$ cat src/rtl/ds3_cbit_pkg.sv
`timescale 1ns/1ps
package ds3_cbit_pkg;

  // Slot positions (1-based C-bit numbers); the line order depends on them.
  localparam int ALARM_SLOT = 3;
  localparam int PAR_FIRST  = 7;
  localparam int FE_FIRST   = 10;
  localparam int DL_FIRST   = 13;
  localparam int GROUP_LEN  = 3;

  typedef enum logic [1:0] {
    OVR_NONE = 2'd0,
    OVR_AIS  = 2'd1,
    OVR_IDLE = 2'd2,
    OVR_RSVD = 2'd3
  } ovr_e;

  typedef enum logic [2:0] {
    FN_ONE   = 3'd0,
    FN_ALARM = 3'd1,
    FN_PAR   = 3'd2,
    FN_FE    = 3'd3,
    FN_DL    = 3'd4
  } slot_fn_e;

  function automatic slot_fn_e slot_fn(input int n);
    if (n == ALARM_SLOT)                               return FN_ALARM;
    else if (n >= PAR_FIRST && n < PAR_FIRST + GROUP_LEN) return FN_PAR;
    else if (n >= FE_FIRST  && n < FE_FIRST  + GROUP_LEN) return FN_FE;
    else if (n >= DL_FIRST  && n < DL_FIRST  + GROUP_LEN) return FN_DL;
    else                                               return FN_ONE;
  endfunction

endpackage

$ cat src/rtl/cbit_slot_decode.sv
`timescale 1ns/1ps
module cbit_slot_decode
  import ds3_cbit_pkg::*;
#(
  parameter int NUM_SF      = 7,
  parameter int BITS_PER_SF = 3,
  parameter int SF_W        = 3,
  parameter int IDX_W       = 2,
  parameter int SLOT_W      = 5
) (
  input  logic [SF_W-1:0]   sf,
  input  logic [IDX_W-1:0]  idx,
  output logic              in_range,
  output logic              first_slot,
  output logic [SLOT_W-1:0] slot_num,
  output slot_fn_e          fn
);

  always_comb begin
    in_range   = (sf != '0) && (int'(sf) <= NUM_SF) &&
                 (idx != '0) && (int'(idx) <= BITS_PER_SF);
    slot_num   = in_range ? SLOT_W'((int'(sf) - 1) * BITS_PER_SF + int'(idx))
                          : '0;
    first_slot = in_range && (slot_num == SLOT_W'(1));
    fn         = in_range ? slot_fn(int'(slot_num)) : FN_ONE;
  end

endmodule

$ cat src/rtl/cbit_frame_state.sv
`timescale 1ns/1ps
module cbit_frame_state
  import ds3_cbit_pkg::*;
(
  input  logic clk,
  input  logic rst_n,
  input  logic capture,
  input  logic err_cp,
  input  logic err_frm,
  input  logic par_in,
  input  ovr_e ovr_in,
  output logic fe_eff,
  output logic par_eff,
  output ovr_e ovr_eff,
  output logic par_q,
  output ovr_e ovr_q
);

  logic fe_q;
  ovr_e ovr_clean;

  always_comb begin
    ovr_clean = (ovr_in == OVR_RSVD) ? OVR_NONE : ovr_in;
    fe_eff    = capture ? (err_cp | err_frm) : fe_q;
    par_eff   = capture ? par_in : par_q;
    ovr_eff   = capture ? ovr_clean : ovr_q;
  end

  always_ff @(posedge clk or negedge rst_n) begin
    if (!rst_n) begin
      fe_q  <= 1'b0;
      par_q <= 1'b0;
      ovr_q <= OVR_NONE;
    end else if (capture) begin
      fe_q  <= err_cp | err_frm;
      par_q <= par_in;
      ovr_q <= ovr_clean;
    end
  end

endmodule

$ cat src/rtl/cbit_dl_port.sv
`timescale 1ns/1ps
module cbit_dl_port (
  input  logic dl_slot,
  input  logic dl_en,
  input  logic normal_mode,
  input  logic dl_valid,
  input  logic dl_data,
  output logic dl_ready,
  output logic dl_bit
);

  always_comb begin
    dl_ready = dl_slot & dl_en & normal_mode;
    dl_bit   = (dl_ready & dl_valid) ? dl_data : 1'b1;
  end

endmodule

$ cat src/rtl/ds3_cbit_gen.sv
`timescale 1ns/1ps
module ds3_cbit_gen
  import ds3_cbit_pkg::*;
#(
  parameter int NUM_SF      = 7,
  parameter int BITS_PER_SF = 3,
  localparam int SF_W       = $clog2(NUM_SF + 1),
  localparam int IDX_W      = $clog2(BITS_PER_SF + 1),
  localparam int SLOT_W     = $clog2(NUM_SF * BITS_PER_SF + 1)
) (
  input  logic             clk,
  input  logic             rst_n,
  input  logic             slot_strobe,
  input  logic [SF_W-1:0]  slot_sf,
  input  logic [IDX_W-1:0] slot_idx,
  input  logic             frame_parity,
  input  logic             rx_cp_err,
  input  logic             rx_frm_err,
  input  logic             alarm_bit,
  input  logic [1:0]       ovr_mode,
  input  logic             dl_en,
  input  logic             dl_valid,
  input  logic             dl_data,
  output logic             dl_ready,
  output logic             cbit_valid,
  output logic             cbit_data
);

  logic              in_range;
  logic              first_slot;
  logic [SLOT_W-1:0] slot_num;
  slot_fn_e          fn;
  logic              fe_eff, par_eff, par_q;
  ovr_e              ovr_eff, ovr_q;
  logic              dl_bit;
  logic              next_bit;
  logic [1:0]        ovr_held;
  logic              par_held;

  cbit_slot_decode #(
    .NUM_SF(NUM_SF), .BITS_PER_SF(BITS_PER_SF),
    .SF_W(SF_W), .IDX_W(IDX_W), .SLOT_W(SLOT_W)
  ) u_dec (
    .sf(slot_sf), .idx(slot_idx), .in_range(in_range),
    .first_slot(first_slot), .slot_num(slot_num), .fn(fn)
  );

  cbit_frame_state u_state (
    .clk(clk), .rst_n(rst_n),
    .capture(slot_strobe & first_slot),
    .err_cp(rx_cp_err), .err_frm(rx_frm_err),
    .par_in(frame_parity), .ovr_in(ovr_e'(ovr_mode)),
    .fe_eff(fe_eff), .par_eff(par_eff), .ovr_eff(ovr_eff),
    .par_q(par_q), .ovr_q(ovr_q)
  );

  cbit_dl_port u_dl (
    .dl_slot(slot_strobe & (fn == FN_DL)),
    .dl_en(dl_en), .normal_mode(ovr_eff == OVR_NONE),
    .dl_valid(dl_valid), .dl_data(dl_data),
    .dl_ready(dl_ready), .dl_bit(dl_bit)
  );

  assign ovr_held = ovr_q;
  assign par_held = par_q;

  always_comb begin
    if (!in_range) begin
      next_bit = 1'b1;
    end else begin
      unique case (ovr_eff)
        OVR_AIS:  next_bit = 1'b0;
        OVR_IDLE: next_bit = 1'b1;
        default: begin
          unique case (fn)
            FN_ALARM: next_bit = alarm_bit;
            FN_PAR:   next_bit = par_eff;
            FN_FE:    next_bit = ~fe_eff;
            FN_DL:    next_bit = dl_bit;
            default:  next_bit = 1'b1;
          endcase
        end
      endcase
    end
  end

  always_ff @(posedge clk or negedge rst_n) begin
    if (!rst_n) begin
      cbit_valid <= 1'b0;
      cbit_data  <= 1'b1;
    end else begin
      cbit_valid <= slot_strobe;
      if (slot_strobe) cbit_data <= next_bit;
    end
  end

endmodule

$ cat config.mk
export PLATFORM = sky130hd
export DESIGN_NAME = ds3_cbit_gen
export DESIGN_NICKNAME = d
export VERILOG_FILES = /design/src/rtl/ds3_cbit_pkg.sv /design/src/rtl/cbit_slot_decode.sv /design/src/rtl/cbit_frame_state.sv /design/src/rtl/cbit_dl_port.sv /design/src/rtl/ds3_cbit_gen.sv
export SDC_FILE = /design/constraint.sdc
export NUM_CORES = 1
export LEC_CHECK = 0
export ABC_CLOCK_PERIOD_IN_PS = 10100
export BUFFER_PORTS_ARGS = -buffer_cell sky130_fd_sc_hd__buf_4
export CAP_MARGIN = 30
export CORE_MARGIN = 2
export CORE_UTILIZATION = 50
export CTS_CLUSTER_DIAMETER = 30
export DETAILED_ROUTE_END_ITERATION = 12
export GPL_TIMING_DRIVEN = 0
export PLACE_DENSITY = 0.76
export SKIP_CTS_REPAIR_TIMING = 1
export SLEW_MARGIN = 40
export SYNTH_ARGS = -nofsm -noshare
export SYNTH_HDL_FRONTEND = slang
export SYNTH_HIERARCHICAL = 1
export SYNTH_SLANG_ARGS = --single-unit
$ cat constraint.sdc
create_clock -name clk -period 10.1 [get_ports clk]
set_input_delay 2.02 -clock clk [delete_from_list [all_inputs] [get_ports clk]]
set_output_delay 2.02 -clock clk [all_outputs]
set_load 0.05 [all_outputs]
== Yosys cells after proc, flatten, opt, wreduce, memory -nomap -nowiden ==
Cells that the tools add are included.
Operators by class
  order comparisons: 6
  equal/unequal tests: 9
  add/sub/neg operators: 2
  bitwise logic cells: 7
  mux-type cells: 14
  $mul: 1
  reduce and logical (&&, ||, !) cells: 8
Operators with widths (number)
  32-bit by 3-bit multiplier with 5-bit output, second input constant: 1
  3-bit 2-to-1 mux: 5
  5-bit by 4-bit greater-or-equal comparator with 1-bit output, second input constant: 2
  5-bit by 4-bit < comparator with 1-bit output, second input constant: 2
  3-bit by 2-bit equality test with 1-bit output, second input constant: 2
  5-bit by 3-bit adder with 5-bit output: 1
  1-bit bitwise AND: 5
  5-bit by 1-bit equality test with 1-bit output, second input constant: 1
  5-bit by 3-bit equality test with 1-bit output, second input constant: 1
  5-bit by 3-bit greater-or-equal comparator with 1-bit output, second input constant: 1
  1-bit logical AND: 5
  5-bit < comparator, second input constant: 1
  5-bit 2-to-1 mux: 1
  2-bit equality test, second input constant: 2
  1-bit 2-to-1 mux: 4
  2-bit 2-to-1 mux: 2
  1-bit one-hot mux with 4 select lines: 1
  3-bit by 1-bit subtractor with 4-bit output, second input constant: 1
  3-bit by 1-bit equality test with 1-bit output, second input constant: 1
  3-bit equality test, second input constant: 1
  3-bit nonzero test: 1
  2-bit by 1-bit equality test with 1-bit output, second input constant: 1
  2-bit logical NOT: 1
  1-bit one-hot mux with 2 select lines: 1
  3 further kinds: 3
Storage, ports and cells
  input port bits: 17
  output and inout port bits: 3
  logic and storage cells: 52
  register bits: 6

== Depth between registers and ports, before layout ==
  depth after elaboration: 20
  mapped depth: 20
  gate-level depth less buffers: 20

== Hierarchy ==
Netlist, hierarchy kept.
By module, submodules not included
  cbit_slot_decode: area each 385.4 um^2, sequential area each 0.0 um^2, cells each 47, instances 1
  cbit_frame_state: area each 157.7 um^2, sequential area each 100.1 um^2, cells each 14, instances 1
  ds3_cbit_gen: area each 157.7 um^2, sequential area each 51.3 um^2, cells each 19, instances 1
  cbit_dl_port: area each 22.5 um^2, sequential area each 0.0 um^2, cells each 2, instances 1

== Worst setup path before layout ==
OpenSTA, ideal clock, no wires.
  kind: input to output
  start: in slot_sf[0]
  end: out dl_ready
  buffers on the path: 0
  arrival: 4969 ps
  path slack: 3111 ps
  stages on the path: 15
  cell sequence: inv_1 -> ha_1 -> xor2_1 -> ha_1 -> ha_1 -> fa_1 -> xor2_1 -> nand4b_1 -> nor3_1 -> and2_1 -> nand2_1 -> o22ai_1 -> inv_1 -> ha_1 -> and3_4
RTL lines
  start, declared: RTL line ds3_cbit_gen.sv:14  | input logic [SF_W-1:0] slot_sf,
  3-bit by 1-bit subtractor with 4-bit output: RTL line cbit_slot_decode.sv:22  | slot_num = in_range ? SLOT_W'((int'(sf) - 1) * BITS_PER_SF + int'(idx))
  32-bit by 3-bit multiplier with 5-bit output: RTL line cbit_slot_decode.sv:22
  5-bit by 3-bit adder with 5-bit output: RTL line cbit_slot_decode.sv:22
  5-bit 2-to-1 mux: RTL line cbit_slot_decode.sv:22
  5-bit by 1-bit equality test with 1-bit output: RTL line cbit_slot_decode.sv:24  | first_slot = in_range && (slot_num == SLOT_W'(1));
  1-bit logical AND (*): RTL line cbit_slot_decode.sv:24
  net first_slot: RTL line ds3_cbit_gen.sv:30  | logic first_slot;
  1-bit bitwise AND (*): RTL line ds3_cbit_gen.sv:50  | .capture(slot_strobe & first_slot),
  2-bit 2-to-1 mux (*): RTL line cbit_frame_state.sv:26  | ovr_eff = capture ? ovr_clean : ovr_q;
  net ovr_eff[1]: RTL line ds3_cbit_gen.sv:34  | ovr_e ovr_eff, ovr_q;
  2-bit logical NOT (*): RTL line ds3_cbit_gen.sv:59  | .dl_en(dl_en), .normal_mode(ovr_eff == OVR_NONE),
  1-bit bitwise AND (*): RTL line cbit_dl_port.sv:13  | dl_ready = dl_slot & dl_en & normal_mode;
  end, declared: RTL line ds3_cbit_gen.sv:24  | output logic dl_ready,
The timed path passes the listed nets; every way through them passes the cells marked *.

== Final worst setup path ==
Same ends and word-level chain as after synthesis.

==> results.cfg <==
[clocking]
clockBufferDepth = 2
clk-insertion-delay-late_ns = 0.24
clkTransAtPathRegs_ns = 0.05
cts_made_buffers = 3
cts.sinks = 6
clockRootBuffer = clkbuf_4
cts_tree = yes
cts_max_level = 1

[critical_path]
cp-end-kind = primary output
critPathMaxFanout = 7
critPathRequiredTime_ns = 8.08
arrival_ns = 5.57
start_kind = input port
worst-setup-path-type = input port to primary output

[die]
io_pins = 20
dieWidth_um = 41.4
core-area_um2 = 1300
start_util = 0.538
die_h_um = 41.4
die-area_um2 = 1710
rows = 13

[job]
cap_violations = 0

[timing]
fmaxAchievable_mhz = 132
maxSlewHeadroom = 0.705
tightest_slew_ns = 0.439
finClkSkew_ns = 0.00579
rsz0062_at_grt = no
slew_viol_final = 0
fin_crit_sh = 0.751
hold_violations = 0
finalSetupViolCount = 0
fin_ws_ns = 2.51
fin_crit_ns = 7.59
hold_ws_ns = 0.494
fin_tns_setup_ns = 0

[power_and_ir_drop]
pwr-share-seq = 0.268
p_leak_nw = 0.457
intPower_mw = 0.0860
pwr-share-comb = 0.568
clkPwrFrac = 0.164
power.density_nw_per_um2 = 162
peakVddDrop_uv = 118
switching_share = 0.403
power.net_switching_mw = 0.0581

[placed_design]
gp_congestion = 0.795
pre_cts_ws_ns = 2.54
dp_cells = 111
hpwlAfterDp_mm = 1.16
port_buffers = 19

[global_routing]
grt_first_pass_wirelength_mm = 2.55
groute.usage.overall = 0.184
antenna_found_initial = 0
grt_pass1_vias = 648
grt-ovfl-total = 0
grt_max_degree = 8

[layout]
drive_gt1_frac = 0.280
final_cell_mix = 19 x buf_4, 11 x inv_1, 11 x ha_1
diodes = 0
area_growth_pct = 26.8
fillers = 119
fin_nets = 131
final_common_cell = buf_4
instances_no_fill = 115

[drt]
vias_per_cell = 5.51
first_pass_iters = 4
drt_iter0_markers = 17
ant_nets = 0
drcViolationCount = 0
wl_mm = 1.39
wire_per_inst_um = 12.1
vias = 634

[logic_synthesis]
synthesis.area_um2 = 699
syn-num-nets = 107
yosys_warnings = 6
synth_cells = 77
synth_area_per_cell_um2 = 9.08

[outcome]
status = finished clean

[worst_hold_path]
min_path_type = flip-flop to flip-flop
## stage by stage
stage	area, µm²	power (mW)	util
after CTS	887	0.146	0.682
after detailed placement	861	0.120	0.662
final	887	0.144	0.682
after global routing	887	0.158	0.682
after global placement	861	0.116	0.662
after floorplan	699	0.0980	-
## routing by layer
layer	track usage	part of all wire	wire, µm
met5	0	0	0
met4	0.0645	0.0057	8
met2	0.294	0.51	705
met1	0.240	0.43	598
met3	0.0478	0.058	81
## cell type report
cell class	instances	area (µm²)	area share
clock buffer	4	26.3	0.0296
inverter	11	41.3	0.0465
timing repair buffer	19	143	0.161
sequential	6	151	0.171
tap	15	18.8	0.0212
multi-input combinational	60	507	0.571
## state kept, by name, summed over array words and instances, names as in the netlist
register       count
u_state/par_q      1
u_state/fe_q       1
u_state/ovr_q      2
cbit_valid         1
cbit_data          1
## worst max-delay path: stages
cell and delay [ns]:
buf_4 0.12, inv_1 0.09, ha_1 0.36, xor2_1 0.17, ha_1 0.28, ha_1 0.22
fa_1 0.39, xor2_1 0.37, nand4b_1 0.14, nor3_1 0.14, and2_1 0.30, nand2_1 0.08
o22ai_1 0.23, inv_1 0.08, ha_1 0.19, and3_4 0.19, buf_4 0.18
## final timing paths
check | from | to | slack (ns) | cells past startpoint
worst max-delay path | slot_sf[0] | dl_ready | 2.51 | 17
worst min-delay path | u_state/par_q | u_state/par_q | 0.49 | 1
worst max register to register | u_state/ovr_q[0] | cbit_data | 8.38 | 10
worst min register to register | u_state/par_q | u_state/par_q | 0.49 | 1
max in group asynchronous | rst_n | cbit_data | 8.32 | 1
min in group asynchronous | rst_n | u_state/fe_q | 1.57 | 1
## power by group through the flow
stage / combinational (mW) / clock (mW) / sequential [mW]
global route: 0.0925 / 0.0261 / 0.0396
detailed placement: 0.0811 / 0 / 0.0387
floorplan: 0.0530 / 0 / 0.0450
finish: 0.0819 / 0.0236 / 0.0386
global placement: 0.0770 / 0 / 0.0385
CTS: 0.0823 / 0.0249 / 0.0387
Note: power is estimated with default switching activity, not from simulation.
